## config.mk

```make
export PLATFORM = sky130hd
export DESIGN_NAME = deepstop_ctrl
export DESIGN_NICKNAME = d
export VERILOG_FILES = /design/src/rtl/dstop_pkg.sv /design/src/rtl/lp_sync.sv /design/src/rtl/stop_fsm.sv /design/src/rtl/ppd_flag_reg.sv /design/src/rtl/deepstop_ctrl.sv
export SDC_FILE = /design/constraint.sdc
export NUM_CORES = 1
export LEC_CHECK = 0
export BUFFER_PORTS_ARGS = -buffer_cell sky130_fd_sc_hd__buf_2
export CAP_MARGIN = 0
export CORE_MARGIN = 2
export CORE_UTILIZATION = 27
export DETAILED_ROUTE_END_ITERATION = 10
export SLEW_MARGIN = 5
export SYNTH_ARGS = -nofsm -noshare
export SYNTH_HDL_FRONTEND = slang
export SYNTH_SLANG_ARGS = --single-unit
```

## constraint.sdc

```tcl
create_clock -name clk -period 1.5 [get_ports clk]
set_input_delay 0.15 -clock clk [delete_from_list [all_inputs] [get_ports clk]]
set_output_delay 0.15 -clock clk [all_outputs]
set_load 0.01 [all_outputs]
```

## src/rtl/dstop_pkg.sv

```systemverilog
package dstop_pkg;
  typedef enum logic [1:0] {
    ST_RUN  = 2'd0,
    ST_STOP = 2'd1,
    ST_WAKE = 2'd2
  } dstop_state_e;
endpackage

```

## src/rtl/lp_sync.sv

```systemverilog
module lp_sync #(
  parameter int              W       = 4,
  parameter int              STAGES  = 2,
  parameter logic [W-1:0]    RST_VAL = '0
) (
  input  logic         clk,
  input  logic         rst_n,
  input  logic [W-1:0] din,
  output logic [W-1:0] dout
);
  logic [W-1:0] stg [STAGES];

  for (genvar k = 0; k < STAGES; k++) begin : g_stage
    if (k == 0) begin : g_first
      always_ff @(posedge clk or negedge rst_n) begin
        if (!rst_n) stg[k] <= RST_VAL;
        else        stg[k] <= din;
      end
    end else begin : g_next
      always_ff @(posedge clk or negedge rst_n) begin
        if (!rst_n) stg[k] <= RST_VAL;
        else        stg[k] <= stg[k-1];
      end
    end
  end

  assign dout = stg[STAGES-1];
endmodule

```

## src/rtl/stop_fsm.sv

```systemverilog
module stop_fsm
  import dstop_pkg::*;
(
  input  logic         clk,
  input  logic         rst_n,
  input  logic         stop_req,
  input  logic         keep_reg_in,
  input  logic         keep_dbg_in,
  input  logic         wake_any,
  input  logic         dbg_wake,
  output dstop_state_e state,
  output logic         keep_reg_q,
  output logic         keep_dbg_q,
  output logic         wake_hit,
  output logic         dbg_halt
);
  dstop_state_e state_q, state_d;
  logic         enter_stop;
  logic         halt_d, halt_q;

  always_comb begin
    state_d    = state_q;
    enter_stop = 1'b0;
    wake_hit   = 1'b0;
    halt_d     = 1'b0;
    case (state_q)
      ST_RUN: begin
        if (stop_req && !wake_any) begin
          state_d    = ST_STOP;
          enter_stop = 1'b1;
        end
      end
      ST_STOP: begin
        if (wake_any) begin
          state_d  = ST_WAKE;
          wake_hit = 1'b1;
        end else if (dbg_wake && keep_dbg_q) begin
          state_d = ST_RUN;
          halt_d  = 1'b1;
        end
      end
      ST_WAKE: state_d = ST_RUN;
      default: state_d = ST_RUN;
    endcase
  end

  always_ff @(posedge clk or negedge rst_n) begin
    if (!rst_n) begin
      state_q    <= ST_RUN;
      keep_reg_q <= 1'b0;
      keep_dbg_q <= 1'b0;
      halt_q     <= 1'b0;
    end else begin
      state_q <= state_d;
      halt_q  <= halt_d;
      if (enter_stop) begin
        keep_reg_q <= keep_reg_in;
        keep_dbg_q <= keep_dbg_in;
      end
    end
  end

  assign state    = state_q;
  assign dbg_halt = halt_q;


  stop_blocked_chk: assert property (@(posedge clk) disable iff (!rst_n)
    (state_q == ST_RUN && stop_req && wake_any) |=> (state_q == ST_RUN));


  wake_then_run_chk: assert property (@(posedge clk) disable iff (!rst_n)
    (state_q == ST_WAKE) |=> (state_q == ST_RUN));


  halt_no_wake_chk: assert property (@(posedge clk) disable iff (!rst_n)
    halt_q |-> (state_q == ST_RUN) && $past(state_q == ST_STOP));
endmodule

```

## src/rtl/ppd_flag_reg.sv

```systemverilog
module ppd_flag_reg #(
  parameter int WDATA_W = 8,
  parameter int ACK_BIT = 0
) (
  input  logic               clk,
  input  logic               rst_n,
  input  logic               set_pulse,
  input  logic               reg_wr,
  input  logic [WDATA_W-1:0] reg_wdata,
  output logic               flag
);
  logic flag_q, flag_d, ack_wr;

  assign ack_wr = reg_wr && reg_wdata[ACK_BIT];

  always_comb begin
    flag_d = flag_q;
    if (set_pulse)   flag_d = 1'b1;
    else if (ack_wr) flag_d = 1'b0;
  end

  always_ff @(posedge clk or negedge rst_n) begin
    if (!rst_n) flag_q <= 1'b0;
    else        flag_q <= flag_d;
  end

  assign flag = flag_q;


  flag_clear_only_ack_chk: assert property (@(posedge clk) disable iff (!rst_n)
    $fell(flag_q) |-> $past(ack_wr));


  flag_rise_on_wake_chk: assert property (@(posedge clk) disable iff (!rst_n)
    $rose(flag_q) |-> $past(set_pulse));
endmodule

```

## src/rtl/deepstop_ctrl.sv

```systemverilog
module deepstop_ctrl
  import dstop_pkg::*;
#(
  parameter int NWAKE       = 4,
  parameter int SYNC_STAGES = 2,
  parameter int WDATA_W     = 8,
  parameter int ACK_BIT     = 0
) (
  input  logic               clk,
  input  logic               rst_n,
  input  logic               stop_req,
  input  logic               lvd_en,
  input  logic               lvd_stop_en,
  input  logic               dbg_en,
  input  logic [NWAKE-1:0]   wake_pin,
  input  logic               irq_n,
  input  logic               ext_rst_n,
  input  logic               rti_en,
  input  logic               rti_tick,
  input  logic               dbg_wake,
  input  logic               dbg_mem_req,
  input  logic               reg_wr,
  input  logic [WDATA_W-1:0] reg_wdata,
  output logic               reg_standby,
  output logic               core_clk_en,
  output logic               dbg_clk_en,
  output logic               pin_hold,
  output logic               por_req,
  output logic               dbg_halt,
  output logic               dbg_mem_err,
  output logic               stop_active,
  output logic               ppd_flag
);
  localparam int           SW      = NWAKE + 3;
  localparam logic [SW-1:0] SRST   = {1'b0, 1'b1, 1'b1, {NWAKE{1'b0}}};

  logic [SW-1:0]    sync_in, sync_out;
  logic [NWAKE-1:0] s_pin;
  logic             s_irq_n, s_ext_rst_n, s_rti;
  logic             wake_any, wake_hit, keep_reg_q, keep_dbg_q, keep_reg_in;
  dstop_state_e     state;

  assign sync_in = {rti_tick, ext_rst_n, irq_n, wake_pin};

  lp_sync #(.W(SW), .STAGES(SYNC_STAGES), .RST_VAL(SRST)) u_sync (
    .clk  (clk),
    .rst_n(rst_n),
    .din  (sync_in),
    .dout (sync_out)
  );

  assign s_pin       = sync_out[NWAKE-1:0];
  assign s_irq_n     = sync_out[NWAKE];
  assign s_ext_rst_n = sync_out[NWAKE+1];
  assign s_rti       = sync_out[NWAKE+2];

  assign wake_any    = (|s_pin) || !s_irq_n || !s_ext_rst_n || (rti_en && s_rti);
  assign keep_reg_in = (lvd_en && lvd_stop_en) || dbg_en;

  stop_fsm u_fsm (
    .clk        (clk),
    .rst_n      (rst_n),
    .stop_req   (stop_req),
    .keep_reg_in(keep_reg_in),
    .keep_dbg_in(dbg_en),
    .wake_any   (wake_any),
    .dbg_wake   (dbg_wake),
    .state      (state),
    .keep_reg_q (keep_reg_q),
    .keep_dbg_q (keep_dbg_q),
    .wake_hit   (wake_hit),
    .dbg_halt   (dbg_halt)
  );

  ppd_flag_reg #(.WDATA_W(WDATA_W), .ACK_BIT(ACK_BIT)) u_flag (
    .clk      (clk),
    .rst_n    (rst_n),
    .set_pulse(wake_hit),
    .reg_wr   (reg_wr),
    .reg_wdata(reg_wdata),
    .flag     (ppd_flag)
  );

  assign stop_active = (state == ST_STOP);
  assign por_req     = (state == ST_WAKE);
  assign core_clk_en = !stop_active;
  assign dbg_clk_en  = !stop_active || keep_dbg_q;
  assign reg_standby = stop_active && !keep_reg_q;
  assign pin_hold    = stop_active || ppd_flag;
  assign dbg_mem_err = stop_active && keep_dbg_q && dbg_mem_req;


  por_single_chk: assert property (@(posedge clk) disable iff (!rst_n)
    por_req |=> !por_req);


  por_with_flag_chk: assert property (@(posedge clk) disable iff (!rst_n)
    por_req |-> ppd_flag && pin_hold);


  standby_no_override_chk: assert property (@(posedge clk) disable iff (!rst_n)
    $rose(reg_standby) |-> $past(!(lvd_en && lvd_stop_en) && !dbg_en));


  mem_err_gated_chk: assert property (@(posedge clk) disable iff (!rst_n)
    dbg_mem_err |-> !core_clk_en && dbg_clk_en);
endmodule

```

==> results.md, run 1 <==
- Initial core utilization: 27.9%
- DR iter-0 viols: 2
- Wl on met1: 394 um
- Hold EP: u_fsm.keep_dbg_q
- Hold Crit Class: in2reg
- Worst rel slew slack: 72.0%
- R2r startpoint: u_fsm.state[0]
- Global router's overall resource usage: 8.99%
- Drt first pass iters: 3
- Final setup violation count: 0
- Top Metal Used: met4
- Drt wl/cell: 9.37 um
- Largest fanout on the critical path: 3
- First-pass GRT wire length: 1810 um
- Largest net degree at the start of global routing: 21
- Synthesis-stage register bit count: 20
- Routed wl met3: 83 um
- Status: finished clean
- Post-synth cell types: 19
- CTS Sinks: 20
- WP data arrival: 1600 ps
- FF-to-FF path depth: 3
- Minimum clock period: 1410 ps
- PD cells: 980 nW/um^2
- Yosys warnings: 0
- Die outline height: 53.9 um
- Post-synth EDFFs: 0
- MaxCap Viol Count: 0
- Leakage Power: 0.504 nW
- Synth top cells by count: 16 x dfrtp_1, 4 x dfstp_2, 3 x nand2_1, 3 x nand2b_1
- Crit Path Category: reg2reg
- # DRC: 0
- Top cell type's share of synthesized area: 59.5%
- Overflow after GRT: 0
- Reg power frac: 61.3%
- CTS Buf Count: 3
- Net Sw Power: 0.186 mW
- Fin. max-slew vios: 0
- R2R Setup Slk: 90 ps
- Setup crit start kind: flip-flop
- Row cnt: 18
- Layout cells sized above 1: 47.6%
- Horiz. Die Dim: 53.9 um
- Vias in the first global route: 475
- Drt via density: 4.16
- Final WL: 1050 um
- Post-Syn Area: 673 sq um
- Mapped Nets: 69
- Final hold violations: 0
- Die ar.: 2910 sq um
- Ant diodes: 0
- Vias: 466
- Clock transition at the registers of the reported paths: 100 ps
- Max Root-Sink Buffers: 2
- Comb power frac: 7.5%
- Clk Latency, worst-skew pair: 290 ps
- CTS HTree Levels: 1
- Setup Skew: 3.58 ps
- Sequential fraction of the synthesis area: 75.1%
- Initial antenna violation count: 0
- Final net count: 108
- Crit share post-route: 94.3%
- Worst setup EP type: flip-flop
- Mapped Cells: 44
- Async S/R FF share, synth: 100%
- Fin util: 40.0%
- P_int: 0.759 mW
- Area leader, netlist: dfrtp_1
- Hold path start: dbg_en
- Worst slew pin tran: 420 ps
- Met2 wire len: 565 um
- IO Pins: 34
- P&R area growth vs syn: 43.3%
- VDD IR max: 0.616 mV
- Antenna Violating Nets Remaining: 0
- CTS Root Cell: clkbuf_4
- Worst Hold Depth: 2
- Most frequent cell after synthesis: dfrtp_1
- Core footprint: 2410 sq um
- Clock power frac: 31.2%
- Sw Share: 19.7%
- Most area-consuming cells after synthesis: dfrtp_1 59%, dfstp_2 16%, nor4b_4 3.5%
- Power, Total: 0.946 mW
- WP data required: 1690 ps
- Post-DP HPWL: 769 um
- Reg-to-reg endpoint: u_fsm.keep_dbg_q
- PortBufs: 26
- Top FF cell, synth: dfrtp_1
- RSZ-0062 raised after global routing: false
- TritonCTS clock tree: built
- Final GP Congestion: 0.697
- Final setup TNS: 0 ps
- Max Clk Rate: 707 MHz
- Syn avg cell area: 15.3 sq um
==> state kept, by name (all words and copies together) (netlist names) <==
name	count
u_sync.dout	7
u_fsm.keep_dbg_q	1
u_flag.flag	1
u_fsm.dbg_halt	1
u_sync.stg	7
u_fsm.keep_reg_q	1
u_fsm.state	2
==> layout by cell type, fill, tap and decap left out, types with 2 or more instances in the layout <==
master	instances
nand2b_1	2
nand2_1	3
dlygate4sd3_1	8
nor2_1	2
dfrtp_1	16
a21oi_1	2
dfstp_2	4
clkbuf_4	3
buf_2	26
==> critical path: stages (launching register included) <==
cell,delay (ps)
dfrtp_1,430
nor3b_1,360
nand4_2,190
mux2_4,320
==> power groups by stage <==
stage / logic [mW] / registers (mW) / clock network [mW]
floorplan: 0.0207 / 0.588 / 0
global placement: 0.0549 / 0.588 / 0
detailed placement: 0.0564 / 0.590 / 0
CTS: 0.0724 / 0.580 / 0.310
global route: 0.0807 / 0.583 / 0.336
finish: 0.0710 / 0.579 / 0.295
==> how the worst max path moves through the flow <==
stage | from | to | cells after the start | slack, ps
detailed placement | u_sync.dout[4] | u_fsm.keep_dbg_q | 3 | 120
global route | u_fsm.state[0] | u_fsm.keep_dbg_q | 3 | 20
CTS | u_fsm.state[1] | dbg_mem_err | 4 | 30
finish | u_fsm.state[0] | u_fsm.keep_dbg_q | 3 | 90
floorplan | u_sync.dout[4] | u_fsm.keep_dbg_q | 3 | 190
global placement | u_sync.dout[4] | u_fsm.keep_dbg_q | 3 | 150
==> metal layers <==
metal | GRT usage [%] | vias up
li1 | - | 225
met1 | 8.98 | 223
met2 | 16.3 | 16
met3 | 1.94 | 2
met4 | 6.41 | 0
met5 | 0 | -
==> cell type report <==
type | instances | area (sq um)
clock buffer | 4 | 36.3
multi-input combinational | 22 | 168
timing repair buffer | 34 | 210
inverter | 2 | 7.51
sequential | 20 | 505
fill | 234 | 1450
tap | 30 | 37.5
==> kinds of logic (layout without fill, tap and decap cells) <==
| kind of cell | Yosys count | after routing | synth area share, % |
|---|---|---|---|
| and+or+nand+nor | 16 | 16 | 16.5 |
| DFF | 20 | 20 | 75.1 |
| AOI/OAI and AO/OA | 4 | 4 | 3.53 |
| muxes | 2 | 2 | 3.72 |
| buffers and inverters | 2 | 40 | 1.12 |
==> per-stage QoR <==
stage / worst slack (ps) / cell area, sq um / hold slack (ps) / instances
finish: 85.4 / 965 / 99.5 / 112
detailed placement: 123 / 841 / 108 / 100
global route: 19.7 / 965 / 85.9 / 112
CTS: 34.2 / 960 / 89.9 / 112
global placement: 145 / 841 / 101 / 100
floorplan: 191 / 673 / -146 / 44
==> timing repair <==
action	CTS	global route
hold endpoints to repair	23	0
cloned	0	0
hold buffers	8	0
endpoints found under the setup margin	1	1
gates resized for setup	2	1
pin swaps	0	0
buffers inserted	0	0
No activity file was read; power rests on OpenSTA's default activity.
==> run 2, diff against run 1 <==
--- a/config.mk
+++ b/config.mk
@@ -10,6 +10,7 @@
 export CORE_MARGIN = 2
 export CORE_UTILIZATION = 27
 export DETAILED_ROUTE_END_ITERATION = 10
+export PLACE_DENSITY_LB_ADDON = 0.12
 export SLEW_MARGIN = 5
 export SYNTH_ARGS = -nofsm -noshare
 export SYNTH_HDL_FRONTEND = slang
==> run 2 against run 1 <==
  * Sequential share of layout area unchanged
  * Flip-flop and latch count is the same
  * Largest cell class unchanged
  * Design area stayed put
  * Critical path depth unchanged
  * Die area is the same
  * Combinational power hardly changed
  * Power increased by 0.16%
  * First-iteration DRC count is 100% higher
  * Largest power group unchanged
  * Global-route usage up 0.075 points
  * Utilization unchanged
  * Clock power hardly changed
==> results.md, run 2 (synthesized netlist as in run 1, its figures left out) <==
- MaxCap Viol Count: 0 (unchanged)
- Worst rel slew slack: 71.6% (was 72.0%)
- Final setup TNS: 0 ps (unchanged)
- Layer with the highest usage: met2 (unchanged)
- Met2 global-route usage: 14.8% (was 16.3%)
- Area after DPL: 841 sq um (unchanged)
- Horiz. Die Dim: 53.9 um (unchanged)
- WP data required: 1690 ps (about the same)
- CP Cell Sequence: nor3b_1 -> nand4_2 -> mux2_4 (unchanged)
- Global router's overall resource usage: 9.06% (was 8.99%)
- Commonest non-fill, non-tap cell in the layout: buf_2 (unchanged)
- Fin. max-slew vios: 0 (unchanged)
- Drt wl/cell: 9.61 um (was 9.37 um)
- Max stage delay on crit path: 430 ps (about the same)
- Antenna Violating Nets Remaining: 0 (unchanged)
- Non-filler cells, final: 112 (unchanged)
- Most frequent cells in the layout: 26 x buf_2, 16 x dfrtp_1, 8 x dlygate4sd3_1 (unchanged)
- CTS Sinks: 20 (unchanged)
- Core footprint: 2410 sq um (unchanged)
- Max Root-Sink Buffers: 2 (unchanged)
- CTS Root Cell: clkbuf_4 (unchanged)
- Final hold violations: 0 (unchanged)
- Ant diodes: 0 (unchanged)
- Drt first pass iters: 4 (was 3)
- Vias in the first global route: 450 (was 475)
- Crit share post-route: 92.3% (was 94.3%)
- Hold Crit Class: in2reg (unchanged)
- Final net count: 108 (unchanged)
- RSZ-0062 raised after global routing: false (unchanged)
- Met1 global-route usage: 9.38% (was 8.98%)
- Pre-CTS setup slack: 121 ps (was 123 ps)
- Minimum clock period: 1380 ps (was 1410 ps)
- Sequential cell area: 505 sq um (unchanged)
- # fillers: 256 (was 234)
- Die outline height: 53.9 um (unchanged)
- Largest net degree at the start of global routing: 21 (unchanged)
- VDD IR max: 0.566 mV (was 0.616 mV)
- # DRC: 0 (unchanged)
- Crit Path Category: reg2reg (unchanged)
- Row cnt: 18 (unchanged)
- PD cells: 982 nW/um^2 (was 980 nW/um^2)
- Initial core utilization: 27.9% (unchanged)
- Drt via density: 4.00 (was 4.16)
- Largest fanout on the critical path: 3 (unchanged)
- Initial antenna violation count: 0 (unchanged)
- CTS Buf Count: 3 (unchanged)
- Post-route cell area: 965 sq um (unchanged)
- CP max-delay cell: dfrtp_1 (unchanged)
- IO Pins: 34 (unchanged)
- CTS HTree Levels: 1 (unchanged)
- Final WL: 1080 um (was 1050 um)
- Final GP Congestion: 0.640 (was 0.697)
- Worst setup margin: 115 ps (was 85.4 ps)
- Worst setup EP type: flip-flop (unchanged)
- Final setup violation count: 0 (unchanged)
- Clk Latency, worst-skew pair: 290 ps (about the same)
- Leakage Power: 0.504 nW (unchanged)
- Setup crit start kind: flip-flop (unchanged)
- Worst Hold Depth: 2 (unchanged)
- Clock transition at the registers of the reported paths: 110 ps (was 100 ps)
- Inst Count DP: 100 (unchanged)
- TritonCTS clock tree: built (unchanged)
- Max Clk Rate: 722 MHz (was 707 MHz)
- Area of the multi-input gates: 168 sq um (unchanged)
- Met3 usage: 3.61% (was 1.94%)
- Setup Skew: 4.55 ps (was 3.58 ps)
- Status: finished clean (unchanged)
- PortBufs: 26 (unchanged)
- Overflow after GRT: 0 (unchanged)
- Layout cells sized above 1: 47.6% (unchanged)
- FF-to-FF path depth: 3 (unchanged)
- WP data arrival: 1570 ps (was 1600 ps)
- Vias: 448 (was 466)
- Worst slew pin tran: 426 ps (was 420 ps)
- Hold_ws: 96.9 ps (was 99.5 ps)
- DR iter-0 viols: 4 (was 2)
- First-pass GRT wire length: 1730 um (was 1810 um)
- P&R area growth vs syn: 43.3% (unchanged)
- Die ar.: 2910 sq um (unchanged)
[run 2: cell counts in the layout (fill, tap and decap cells not counted)]
Identical to the previous run, type by type.
[run 2: worst paths after layout]
check / endpoint / slack (ps) / start
min in group asynchronous: u_sync.stg[7] / 330 / rst_n
max: u_fsm.keep_dbg_q / 120 / u_fsm.state[0]
max reg2reg: u_fsm.keep_dbg_q / 120 / u_fsm.state[0]
min: u_fsm.keep_dbg_q / 100 / dbg_en
min reg2reg: u_sync.dout[2] / 360 / u_sync.stg[9]
max in group asynchronous: u_sync.stg[11] / 840 / rst_n
[run 2: cell type report]
class | count | share of cell area (%)
sequential | 20 | 52.4
timing repair buffer | 34 | 21.8
multi-input combinational | 22 | 17.4
tap | 30 | 3.89
clock buffer | 4 | 3.76
inverter | 2 | 0.778
[run 2: metal layers]
layer | vias to the layer above | part of all wire (%)
met3 | 0 | 11
met4 | 0 | 0
li1 | 221 | -
met5 | - | 0
met1 | 204 | 39
met2 | 23 | 50
[run 2: repair_timing]
action | CTS | global route
hold endpoints to repair | 23 | 0
buffers inserted | 0 | 0
hold buffers | 8 | 0
resized for setup | 1 | 2
gates cloned | 0 | 0
endpoints found under the setup margin | 1 | 1
[run 2: through the flow]
stage | util, % | total power, mW
global placement | 34.9 | 0.645
finish | 40.0 | 0.947
floorplan | - | 0.608
detailed placement | 34.9 | 0.646
global route | 40.0 | 1.01
CTS | 39.8 | 0.970
[run 2: worst max-delay path, delay by kind of cell, from the launching register on]
kind,cells,cell delay [ps]
simple gates,2,530
flops,1,430
mux,1,320
[run 2: power breakdown]
part	internal [mW]	switching [mW]	total (mW)	leakage, nW
Sequential	0.568	0.0106	0.579	0.237
Combinational	0.0431	0.0277	0.0708	0.246
Clock	0.148	0.150	0.297	0.0210
==> run 3, diff against run 2 <==
--- a/config.mk
+++ b/config.mk
@@ -8,9 +8,10 @@
 export BUFFER_PORTS_ARGS = -buffer_cell sky130_fd_sc_hd__buf_2
 export CAP_MARGIN = 0
 export CORE_MARGIN = 2
-export CORE_UTILIZATION = 27
+export CORE_UTILIZATION = 42
 export DETAILED_ROUTE_END_ITERATION = 10
 export PLACE_DENSITY_LB_ADDON = 0.12
+export REMOVE_ABC_BUFFERS = 1
 export SLEW_MARGIN = 5
 export SYNTH_ARGS = -nofsm -noshare
 export SYNTH_HDL_FRONTEND = slang
==> run 3 against run 2 <==
  * Sequential share of layout area is 0.97 points higher
  * Clock-buffer cell count unchanged
  * Power is 0.33% higher
  * Critical path depth did not move
  * Routed wire length shrank 4.8%
  * Non-clock buffer count stayed put
  * Clock power about the same
  * Via count increased by 4.2%
  * Global-route usage rose by 4.2 points
  * Register-to-register slack hardly changed
  * Largest power group unchanged
  * Flip-flop and latch count is the same
==> results.md, run 3 (synthesized netlist as in run 1, its figures left out) <==
- Status: finished clean (unchanged)
- Core footprint: 1510 sq um (was 2410 sq um)
- CTS Root Cell: clkbuf_4 (unchanged)
- # DRC: 0 (unchanged)
- Largest fanout on the critical path: 3 (unchanged)
- Hold path start: dbg_en (unchanged)
- DR iter-0 viols: 1 (was 4)
- Commonest non-fill, non-tap cell in the layout: buf_2 (unchanged)
- Area after DPL: 823 sq um (was 841 sq um)
- CTS Buf Count: 3 (unchanged)
- Setup crit start kind: flip-flop (unchanged)
- Drt via density: 4.77 (was 4.00)
- Largest net degree at the start of global routing: 21 (unchanged)
- Vias in the first global route: 461 (was 450)
- PortBufs: 26 (unchanged)
- Final setup violation count: 0 (unchanged)
- R2R Setup Slk: 100 ps (was 120 ps)
- Global router's overall resource usage: 13.3% (was 9.06%)
- Setup Skew: 4.10 ps (was 4.55 ps)
- Minimum clock period: 1400 ps (was 1380 ps)
- Hold Crit Class: in2reg (unchanged)
- CTS Sinks: 20 (unchanged)
- Worst Hold Depth: 2 (unchanged)
- Crit Path Category: reg2reg (unchanged)
- # fillers: 131 (was 256)
- Clock transition at the registers of the reported paths: 110 ps (about the same)
- R2r startpoint: u_fsm.state[0] (unchanged)
- WP data required: 1690 ps (about the same)
- Antenna Violating Nets Remaining: 0 (unchanged)
- CTS HTree Levels: 1 (unchanged)
- Row cnt: 14 (was 18)
- Final setup TNS: 0 ps (unchanged)
- Fin. max-slew vios: 0 (unchanged)
- PD cells: 1000 nW/um^2 (was 982 nW/um^2)
- Die outline height: 44.0 um (was 53.9 um)
- Initial core utilization: 44.7% (was 27.9%)
- RSZ-0062 raised after global routing: false (unchanged)
- Final GP Congestion: 0.716 (was 0.640)
- VDD IR max: 0.672 mV (was 0.566 mV)
- Final WL: 1020 um (was 1080 um)
- Ant diodes: 0 (unchanged)
- Worst rel slew slack: 72.2% (was 71.6%)
- Power, Total: 0.950 mW (was 0.947 mW)
- Drt wl/cell: 10.4 um (was 9.61 um)
- Die ar.: 1940 sq um (was 2910 sq um)
- Vias: 467 (was 448)
- FF-to-FF path depth: 3 (unchanged)
- Horiz. Die Dim: 44.0 um (was 53.9 um)
- Final net count: 108 (unchanged)
- Setup Buffers After CTS: 0 (unchanged)
- First-pass GRT wire length: 1790 um (was 1730 um)
- Layout cells sized above 1: 47.6% (unchanged)
- Post-route cell area: 947 sq um (was 965 sq um)
- Crit share post-route: 93.1% (was 92.3%)
- Hold EP: u_fsm.keep_dbg_q (unchanged)
- Clk Latency, worst-skew pair: 290 ps (about the same)
- TritonCTS clock tree: built (unchanged)
- Max Root-Sink Buffers: 2 (unchanged)
- IO Pins: 34 (unchanged)
- MaxCap Viol Count: 0 (unchanged)
- Reg-to-reg endpoint: u_fsm.keep_dbg_q (unchanged)
- WP data arrival: 1580 ps (was 1570 ps)
- Most frequent cells in the layout: 26 x buf_2, 16 x dfrtp_1, 8 x dlygate4sd3_1 (unchanged)
- Worst slew pin tran: 417 ps (was 426 ps)
- Post-DP HPWL: 703 um
- Overflow after GRT: 0 (unchanged)
- P&R area growth vs syn: 40.7% (was 43.3%)
- Leakage Power: 0.504 nW (unchanged)
- Max Clk Rate: 716 MHz (was 722 MHz)
- Final hold violations: 0 (unchanged)
- Drt first pass iters: 4 (unchanged)
- Initial antenna violation count: 0 (unchanged)
- Worst setup EP type: flip-flop (unchanged)
==> run 3: worst max path at each step <==
stage                         from  cells past startpoint                to  slack [ps]
CTS                 u_fsm.state[1]                      4       dbg_mem_err           6
finish              u_fsm.state[0]                      3  u_fsm.keep_dbg_q         100
global placement    u_sync.dout[4]                      3  u_fsm.keep_dbg_q         140
floorplan           u_sync.dout[4]                      3  u_fsm.keep_dbg_q         190
detailed placement  u_sync.dout[4]                      3  u_fsm.keep_dbg_q         130
global route        u_fsm.state[0]                      3  u_fsm.keep_dbg_q          40
==> run 3: area by class of cell <==
| type | count | area (sq um) | area share (%) |
|---|---|---|---|
| Clock buffer | 4 | 36.3 | 3.83 |
| Tap cell | 16 | 20.0 | 2.11 |
| Sequential cell | 20 | 505 | 53.4 |
| Timing Repair Buffer | 34 | 210 | 22.2 |
| Multi-Input combinational cell | 22 | 168 | 17.7 |
| Inverter | 2 | 7.51 | 0.793 |
==> run 3: per-stage QoR <==
step / instances / utilization [%] / hold WS (ps) / setup WS, ps
detailed placement: 86 / 54.7 / 110 / 133
CTS: 98 / 62.4 / 90.4 / 5.83
finish: 98 / 62.9 / 99.8 / 104
floorplan: 44 / - / -146 / 191
global placement: 86 / 54.7 / 107 / 142
global route: 98 / 62.9 / 90.4 / 40.0
==> run 3: metal layers <==
layer / track usage, % / vias up / routed length, um
li1: - / 224 / -
met1: 14.5 / 217 / 377
met3: 3.67 / 0 / 102
met4: 5.45 / 0 / 0
met5: 0 / - / 0
met2: 24.1 / 26 / 544
==> run 3: where the power goes <==
group	leakage (nW)	switching [mW]	internal (mW)
Sequential	0.237	0.0109	0.568
Clock	0.0210	0.153	0.148
Combinational	0.246	0.0277	0.0431
Total	0.504	0.191	0.759
==> run 3: worst max-delay path: stages (launching register included) <==
cell,delay (ps)
dfrtp_1,440
nor3b_1,340
nand4_2,190
mux2_4,320
==> run 3: timing repair <==
| item | in CTS | in global routing |
|---|---|---|
| setup endpoints to repair | 0 | 2 |
| resized for setup | 0 | 3 |
| endpoints found under the hold margin | 23 | 0 |
| hold buffers | 8 | 0 |
